`config.mk`:
```
export PLATFORM = sky130hd
export DESIGN_NAME = swz_unit
export DESIGN_NICKNAME = d
export VERILOG_FILES = /design/src/rtl/swz_pkg.sv /design/src/rtl/swz_mode_sel.sv /design/src/rtl/swz_cfg_reg.sv /design/src/rtl/swz_xor.sv /design/src/rtl/swz_unit.sv
export SDC_FILE = /design/constraint.sdc
export NUM_CORES = 1
export LEC_CHECK = 0
export ABC_AREA = 1
export BUFFER_PORTS_ARGS = -buffer_cell sky130_fd_sc_hd__buf_2
export CORE_ASPECT_RATIO = 0.6
export CORE_MARGIN = 4
export CORE_UTILIZATION = 41
export CTS_CLUSTER_SIZE = 30
export DETAILED_ROUTE_END_ITERATION = 7
export HOLD_SLACK_MARGIN = 0.02
export PLACE_DENSITY = 0.81
export SLEW_MARGIN = 40
export SYNTH_ARGS = -nofsm -noshare
export SYNTH_HDL_FRONTEND = slang
export SYNTH_SLANG_ARGS = --single-unit
```
`constraint.sdc`:
```
create_clock -name clk -period 1.95 [get_ports clk]
set_clock_uncertainty 0.2 [all_clocks]
set_input_delay 0.0975 -clock clk [delete_from_list [all_inputs] [get_ports clk]]
set_output_delay 0.0975 -clock clk [all_outputs]
set_load 0.005 [all_outputs]
```
`src/rtl/swz_pkg.sv`:
```
package swz_pkg;

  typedef enum logic [2:0] {
    SWZ_NONE     = 3'd0,
    SWZ_9        = 3'd1,
    SWZ_9_10     = 3'd2,
    SWZ_9_11     = 3'd3,
    SWZ_9_10_11  = 3'd4,
    SWZ_9_17     = 3'd5,
    SWZ_9_10_17  = 3'd6,
    SWZ_UNKNOWN  = 3'd7
  } swz_mode_e;

  typedef enum logic [1:0] {
    TILE_LINEAR = 2'd0,
    TILE_X      = 2'd1,
    TILE_Y      = 2'd2,
    TILE_RSVD   = 2'd3
  } tile_e;

  typedef enum logic [1:0] {
    AM_SINGLE = 2'd0,
    AM_ASYM   = 2'd1,
    AM_INTLV  = 2'd2,
    AM_RSVD   = 2'd3
  } addr_mode_e;

  typedef struct packed {
    swz_mode_e x;
    swz_mode_e y;
  } swz_pair_t;

  // Number of higher address bits that can feed bit 6
  localparam int unsigned NTAP = 4;

  // Mask of contributing bits, ordered {17, 11, 10, 9}
  function automatic logic [NTAP-1:0] tap_mask(swz_mode_e m);
    logic [NTAP-1:0] r;
    case (m)
      SWZ_9:       r = 4'b0001;
      SWZ_9_10:    r = 4'b0011;
      SWZ_9_11:    r = 4'b0101;
      SWZ_9_10_11: r = 4'b0111;
      SWZ_9_17:    r = 4'b1001;
      SWZ_9_10_17: r = 4'b1011;
      default:     r = 4'b0000;
    endcase
    return r;
  endfunction

endpackage

```
`src/rtl/swz_mode_sel.sv`:
```
module swz_mode_sel
  import swz_pkg::*;
#(
  parameter int unsigned CW       = 32,
  parameter int unsigned SZW      = 16,
  parameter int unsigned AM_LSB   = 0,
  parameter int unsigned XDIS_BIT = 10,
  parameter int unsigned X17_BIT  = 9
) (
  input  logic           policy,
  input  logic [CW-1:0]  word,
  input  logic           lshape,
  input  logic [SZW-1:0] size0,
  input  logic [SZW-1:0] size1,
  output swz_pair_t      pair
);

  addr_mode_e am;
  logic       all_ones;
  logic       xor_off;
  logic       use_b17;

  assign am       = addr_mode_e'(word[AM_LSB +: 2]);
  assign all_ones = &word;
  assign xor_off  = word[XDIS_BIT];
  assign use_b17  = word[X17_BIT];

  always_comb begin
    pair.x = SWZ_NONE;
    pair.y = SWZ_NONE;
    if (policy) begin
      if (size0 == size1) begin
        pair.x = SWZ_9_10;
        pair.y = SWZ_9;
      end
    end else if (all_ones || lshape) begin
      pair.x = SWZ_UNKNOWN;
      pair.y = SWZ_UNKNOWN;
    end else begin
      case (am)
        AM_SINGLE, AM_ASYM: begin
          pair.x = SWZ_NONE;
          pair.y = SWZ_NONE;
        end
        AM_INTLV: begin
          if (xor_off) begin
            pair.x = SWZ_9_10;
            pair.y = SWZ_9;
          end else if (!use_b17) begin
            pair.x = SWZ_9_10_11;
            pair.y = SWZ_9_11;
          end else begin
            pair.x = SWZ_9_10_17;
            pair.y = SWZ_9_17;
          end
        end
        default: begin
          pair.x = SWZ_UNKNOWN;
          pair.y = SWZ_UNKNOWN;
        end
      endcase
    end
  end

endmodule

```
`src/rtl/swz_cfg_reg.sv`:
```
module swz_cfg_reg
  import swz_pkg::*;
(
  input  logic      clk,
  input  logic      rst,
  input  logic      we,
  input  swz_pair_t pair_in,
  output swz_mode_e rep_x,
  output swz_mode_e rep_y,
  output logic      pin
);

  logic unk;

  assign unk = (pair_in.x == SWZ_UNKNOWN) || (pair_in.y == SWZ_UNKNOWN);

  always_ff @(posedge clk) begin
    if (rst) begin
      rep_x <= SWZ_NONE;
      rep_y <= SWZ_NONE;
      pin   <= 1'b0;
    end else if (we) begin
      rep_x <= unk ? SWZ_NONE : pair_in.x;
      rep_y <= unk ? SWZ_NONE : pair_in.y;
      pin   <= unk;
    end
  end

endmodule

```
`src/rtl/swz_xor.sv`:
```
module swz_xor
  import swz_pkg::*;
#(
  parameter int unsigned AW = 32
) (
  input  logic [AW-1:0] addr,
  input  tile_e         tile,
  input  swz_mode_e     mode_x,
  input  swz_mode_e     mode_y,
  output logic [AW-1:0] addr_sw
);

  localparam int unsigned TAP_POS [NTAP] = '{9, 10, 11, 17};

  swz_mode_e       sel;
  logic [NTAP-1:0] mask;
  logic [NTAP-1:0] term;
  logic            flip;

  always_comb begin
    case (tile)
      TILE_X:  sel = mode_x;
      TILE_Y:  sel = mode_y;
      default: sel = SWZ_NONE;
    endcase
  end

  assign mask = tap_mask(sel);

  for (genvar g = 0; g < NTAP; g++) begin : g_tap
    assign term[g] = mask[g] & addr[TAP_POS[g]];
  end

  assign flip = ^term;

  always_comb begin
    addr_sw    = addr;
    addr_sw[6] = addr[6] ^ flip;
  end

endmodule

```
`src/rtl/swz_unit.sv`:
```
module swz_unit
  import swz_pkg::*;
#(
  parameter int unsigned AW       = 32,
  parameter int unsigned CW       = 32,
  parameter int unsigned SZW      = 16,
  parameter int unsigned AM_LSB   = 0,
  parameter int unsigned XDIS_BIT = 10,
  parameter int unsigned X17_BIT  = 9
) (
  input  logic           clk,
  input  logic           rst,
  input  logic           cfg_we_i,
  input  logic           cfg_policy_i,
  input  logic [CW-1:0]  cfg_word_i,
  input  logic           cfg_lshape_i,
  input  logic [SZW-1:0] cfg_size0_i,
  input  logic [SZW-1:0] cfg_size1_i,
  input  logic           acc_vld_i,
  input  logic [AW-1:0]  acc_addr_i,
  input  logic [1:0]     acc_tile_i,
  output logic           acc_vld_o,
  output logic [AW-1:0]  acc_addr_o,
  output logic [2:0]     mode_x_o,
  output logic [2:0]     mode_y_o,
  output logic           pin_pages_o
);

  swz_pair_t       pair_new;
  swz_mode_e       cur_x;
  swz_mode_e       cur_y;
  logic            pin_q;
  logic [AW-1:0]   addr_sw;

  swz_mode_sel #(
    .CW(CW), .SZW(SZW), .AM_LSB(AM_LSB), .XDIS_BIT(XDIS_BIT), .X17_BIT(X17_BIT)
  ) i_sel (
    .policy (cfg_policy_i),
    .word   (cfg_word_i),
    .lshape (cfg_lshape_i),
    .size0  (cfg_size0_i),
    .size1  (cfg_size1_i),
    .pair   (pair_new)
  );

  swz_cfg_reg i_cfg (
    .clk     (clk),
    .rst     (rst),
    .we      (cfg_we_i),
    .pair_in (pair_new),
    .rep_x   (cur_x),
    .rep_y   (cur_y),
    .pin     (pin_q)
  );

  swz_xor #(.AW(AW)) i_xor (
    .addr    (acc_addr_i),
    .tile    (tile_e'(acc_tile_i)),
    .mode_x  (cur_x),
    .mode_y  (cur_y),
    .addr_sw (addr_sw)
  );

  always_ff @(posedge clk) begin
    if (rst) begin
      acc_vld_o  <= 1'b0;
      acc_addr_o <= '0;
    end else begin
      acc_vld_o  <= acc_vld_i;
      acc_addr_o <= addr_sw;
    end
  end

  assign mode_x_o    = cur_x;
  assign mode_y_o    = cur_y;
  assign pin_pages_o = pin_q;

endmodule

```
==> metrics <==
critical path's slowest cell=dlygate4sd3_1; Final Hold Vio Count=0; RSZ-0062 raised after global routing=false; Max Slew Vio Count=0; TNS Setup=0 ps; synthesized area per cell=6.00 µm²; Routed WL per cell=12.9 µm; Tot Pwr=0.00199 W; Cell Area, Placed=0.00277 mm²; max layer used=met4; Hold Crit Class=input port to flip-flop; pwr dens=581 mW/mm²; f_max=533 MHz; CTS Sinks=40; Max VDD drop=0.000497 V; core area=0.00464 mm²; global route total overflow=0; Seq cells post-synth=40; CTS Root Cell=clkbuf_8; MaxCap Viol Count=0; gp weighted congestion=0.937; leakage power=2.10 nW; Final HPWL DP=4820 µm; Die Ht=61.9 µm; nets=637; Seq/Total Area, Yosys=40.3%; GRT Util Overall=24.4%; first-pass GRT wire length=11,800 µm; Critical Path AT=1910 ps; area share of the largest cell type after synthesis=40.3%; r2r worst-path depth=11; met2 WL=4020 µm; fin crit share=96.3%; initial drt markers=135; met3 wire len=655 µm; die width=97.8 µm; vias=2,748; CP Capture Type=flip-flop; Setup violations, final=0; port bufs=143; fraction of layout instances using a drive strength above 1=29.9%; kind of critical path=input port to flip-flop; drt via density=4.61; Worst-path clk slew=80 ps; crit-path cells=dlygate4sd3_1 -> buf_2 -> inv_1 -> nor3_2 -> nand2_1 -> dlygate4sd3_1 -> a21oi_1; # rows=19; Slew @ Worst Pin=389 ps; top post-synthesis cells by area=dfxtp_1 40%, nand2_1 20%, inv_1 14%; antenna-violating nets left=0; Initial Util=42.8%; syn_nets=437; Syn Inst Count=331; fillers=373; largest net degree at the start of global routing=22; Mapped Area=0.00199 mm²; initial antenna violation count=0; max incr delay on CP=570 ps; Residual DRC=0; CTS buffer count=5; fin crit period=1880 ps; area occupied by multi-input gates=896 µm²; DR pass1 iterations=5; Distinct cells, synth=17; area leader, netlist=dfxtp_1; CTS tree=built; worst hold stages=2; drt total wl=7710 µm; Synth-to-Final Area Change=72.1%; reg-to-reg setup timing slack=260 ps; H-tree levels=2; relative slew slack=74.1%; met1 WL=2820 µm; Reg area=801 µm²; RR Endpoint=acc_addr_o[6]; critical path's most frequent cell=dlygate4sd3_1; CP startpoint kind=input port; number of global-route vias before repair=2,627; DIE AREA=0.00606 mm²; yosys warns=0; WP data required=1990 ps; outcome=completed; IO Count=144; worst skew pair latency=300 ps; worst hold path startpoint=rst; Clock Tree Buf Depth=2; worst hold endpoint=i_cfg.pin; fin area=0.00342 mm²; post-layout util=73.7%; Max FO, Critical Path=7; FF-to-FF Start=i_cfg.rep_y[0]
## power by group
part           total, W  internal, W  leakage [nW]  switching, W
combinational  0.000428     0.000227          1.71      0.000201
sequential     0.000871     0.000858         0.332     0.0000133
clock          0.000687     0.000379        0.0541      0.000308
## routing by layer
layer | track usage (%) | up-vias
met5 | 0 | -
met1 | 26.9 | 1207
met3 | 6.91 | 30
met4 | 10.1 | 0
li1 | - | 1361
met2 | 46.1 | 150
## state kept, by name, indices dropped and copies added (netlist names)
| signal | count |
|---|---|
| i_cfg.rep_y | 3 |
| i_cfg.rep_x | 3 |
| acc_vld_o | 1 |
| acc_addr_o | 32 |
| i_cfg.pin | 1 |
## what timing repair did
action	4_1_cts	5_1_grt
setup buffers	0	1
setup endpoints to repair	0	1
resized for setup	0	1
hold endpoints to repair	39	0
hold buffers	52	0
## cell families after synthesis
kind of cell    after synthesis  share of synthesized area, %
fa+ha+maj                     2                          1.26
simple gates                201                          40.7
xor+xnor                      2                         0.882
flops                        40                          40.3
buf+inv                      78                          14.8
compound gates                8                          2.02
## through the flow
stage | hold WS, ps | worst slack (ps) | std cells
final | 29.2 | 72.5 | 596
after global routing | 41.0 | 9.93 | 595
after CTS | 21.7 | 31.9 | 594
after detailed placement | 103 | 298 | 534
after global placement | 95.9 | 380 | 534
after floorplan | 4.47 | 558 | 331
## placed cells by master (no fill, tap or decap)
cell type,instances
or2_2,2
xor2_1,2
buf_4,2
diode_2,1
dfxtp_1,40
nor3_2,1
a21oi_1,7
o21ai_0,1
bufinv_16,1
nand4_1,7
nand2_2,2
nor3_1,2
ha_1,2
clkinv_2,1
buf_2,143
nor2_1,62
nor2_2,1
inv_1,74
nand3_1,16
dlygate4sd3_1,52
clkinvlp_4,1
nand2_1,108
clkbuf_8,5
## synthesized netlist by cell type
cell,number
a21oi_1,7
buf_1,1
buf_2,1
clkbuf_1,2
dfxtp_1,40
ha_1,2
inv_1,74
nand2_1,108
nand2_2,2
nand3_1,16
nand4_1,7
nor2_1,62
nor2_2,1
nor3_1,3
o21ai_0,1
or2_2,2
xor2_1,2
## worst max-delay path: cells and delay by family
kind | cells | cell delay (ps)
AO/OA/AOI/OAI | 1 | 140
AND/OR/NAND/NOR | 2 | 260
buffers and inverters | 4 | 1400
## how the worst max path moves through the flow
stage / start / endpoint
floorplan: acc_tile_i[0] / acc_addr_o[6]
global placement: acc_tile_i[0] / acc_addr_o[6]
detailed placement: acc_tile_i[0] / acc_addr_o[6]
CTS: cfg_we_i / i_cfg.rep_y[1]
global route: cfg_we_i / i_cfg.rep_y[1]
finish: cfg_we_i / i_cfg.rep_y[1]
## area by class of cell
cell class	count	area share, %
timing repair buffer	197	36.6
inverter	74	8.13
clock inverter	3	1.24
antenna	1	0.0732
clock buffer	5	2.01
sequential	40	23.4
multi-input combinational	213	26.2
tap	63	2.31
Power figures use the tool's default switching activity.
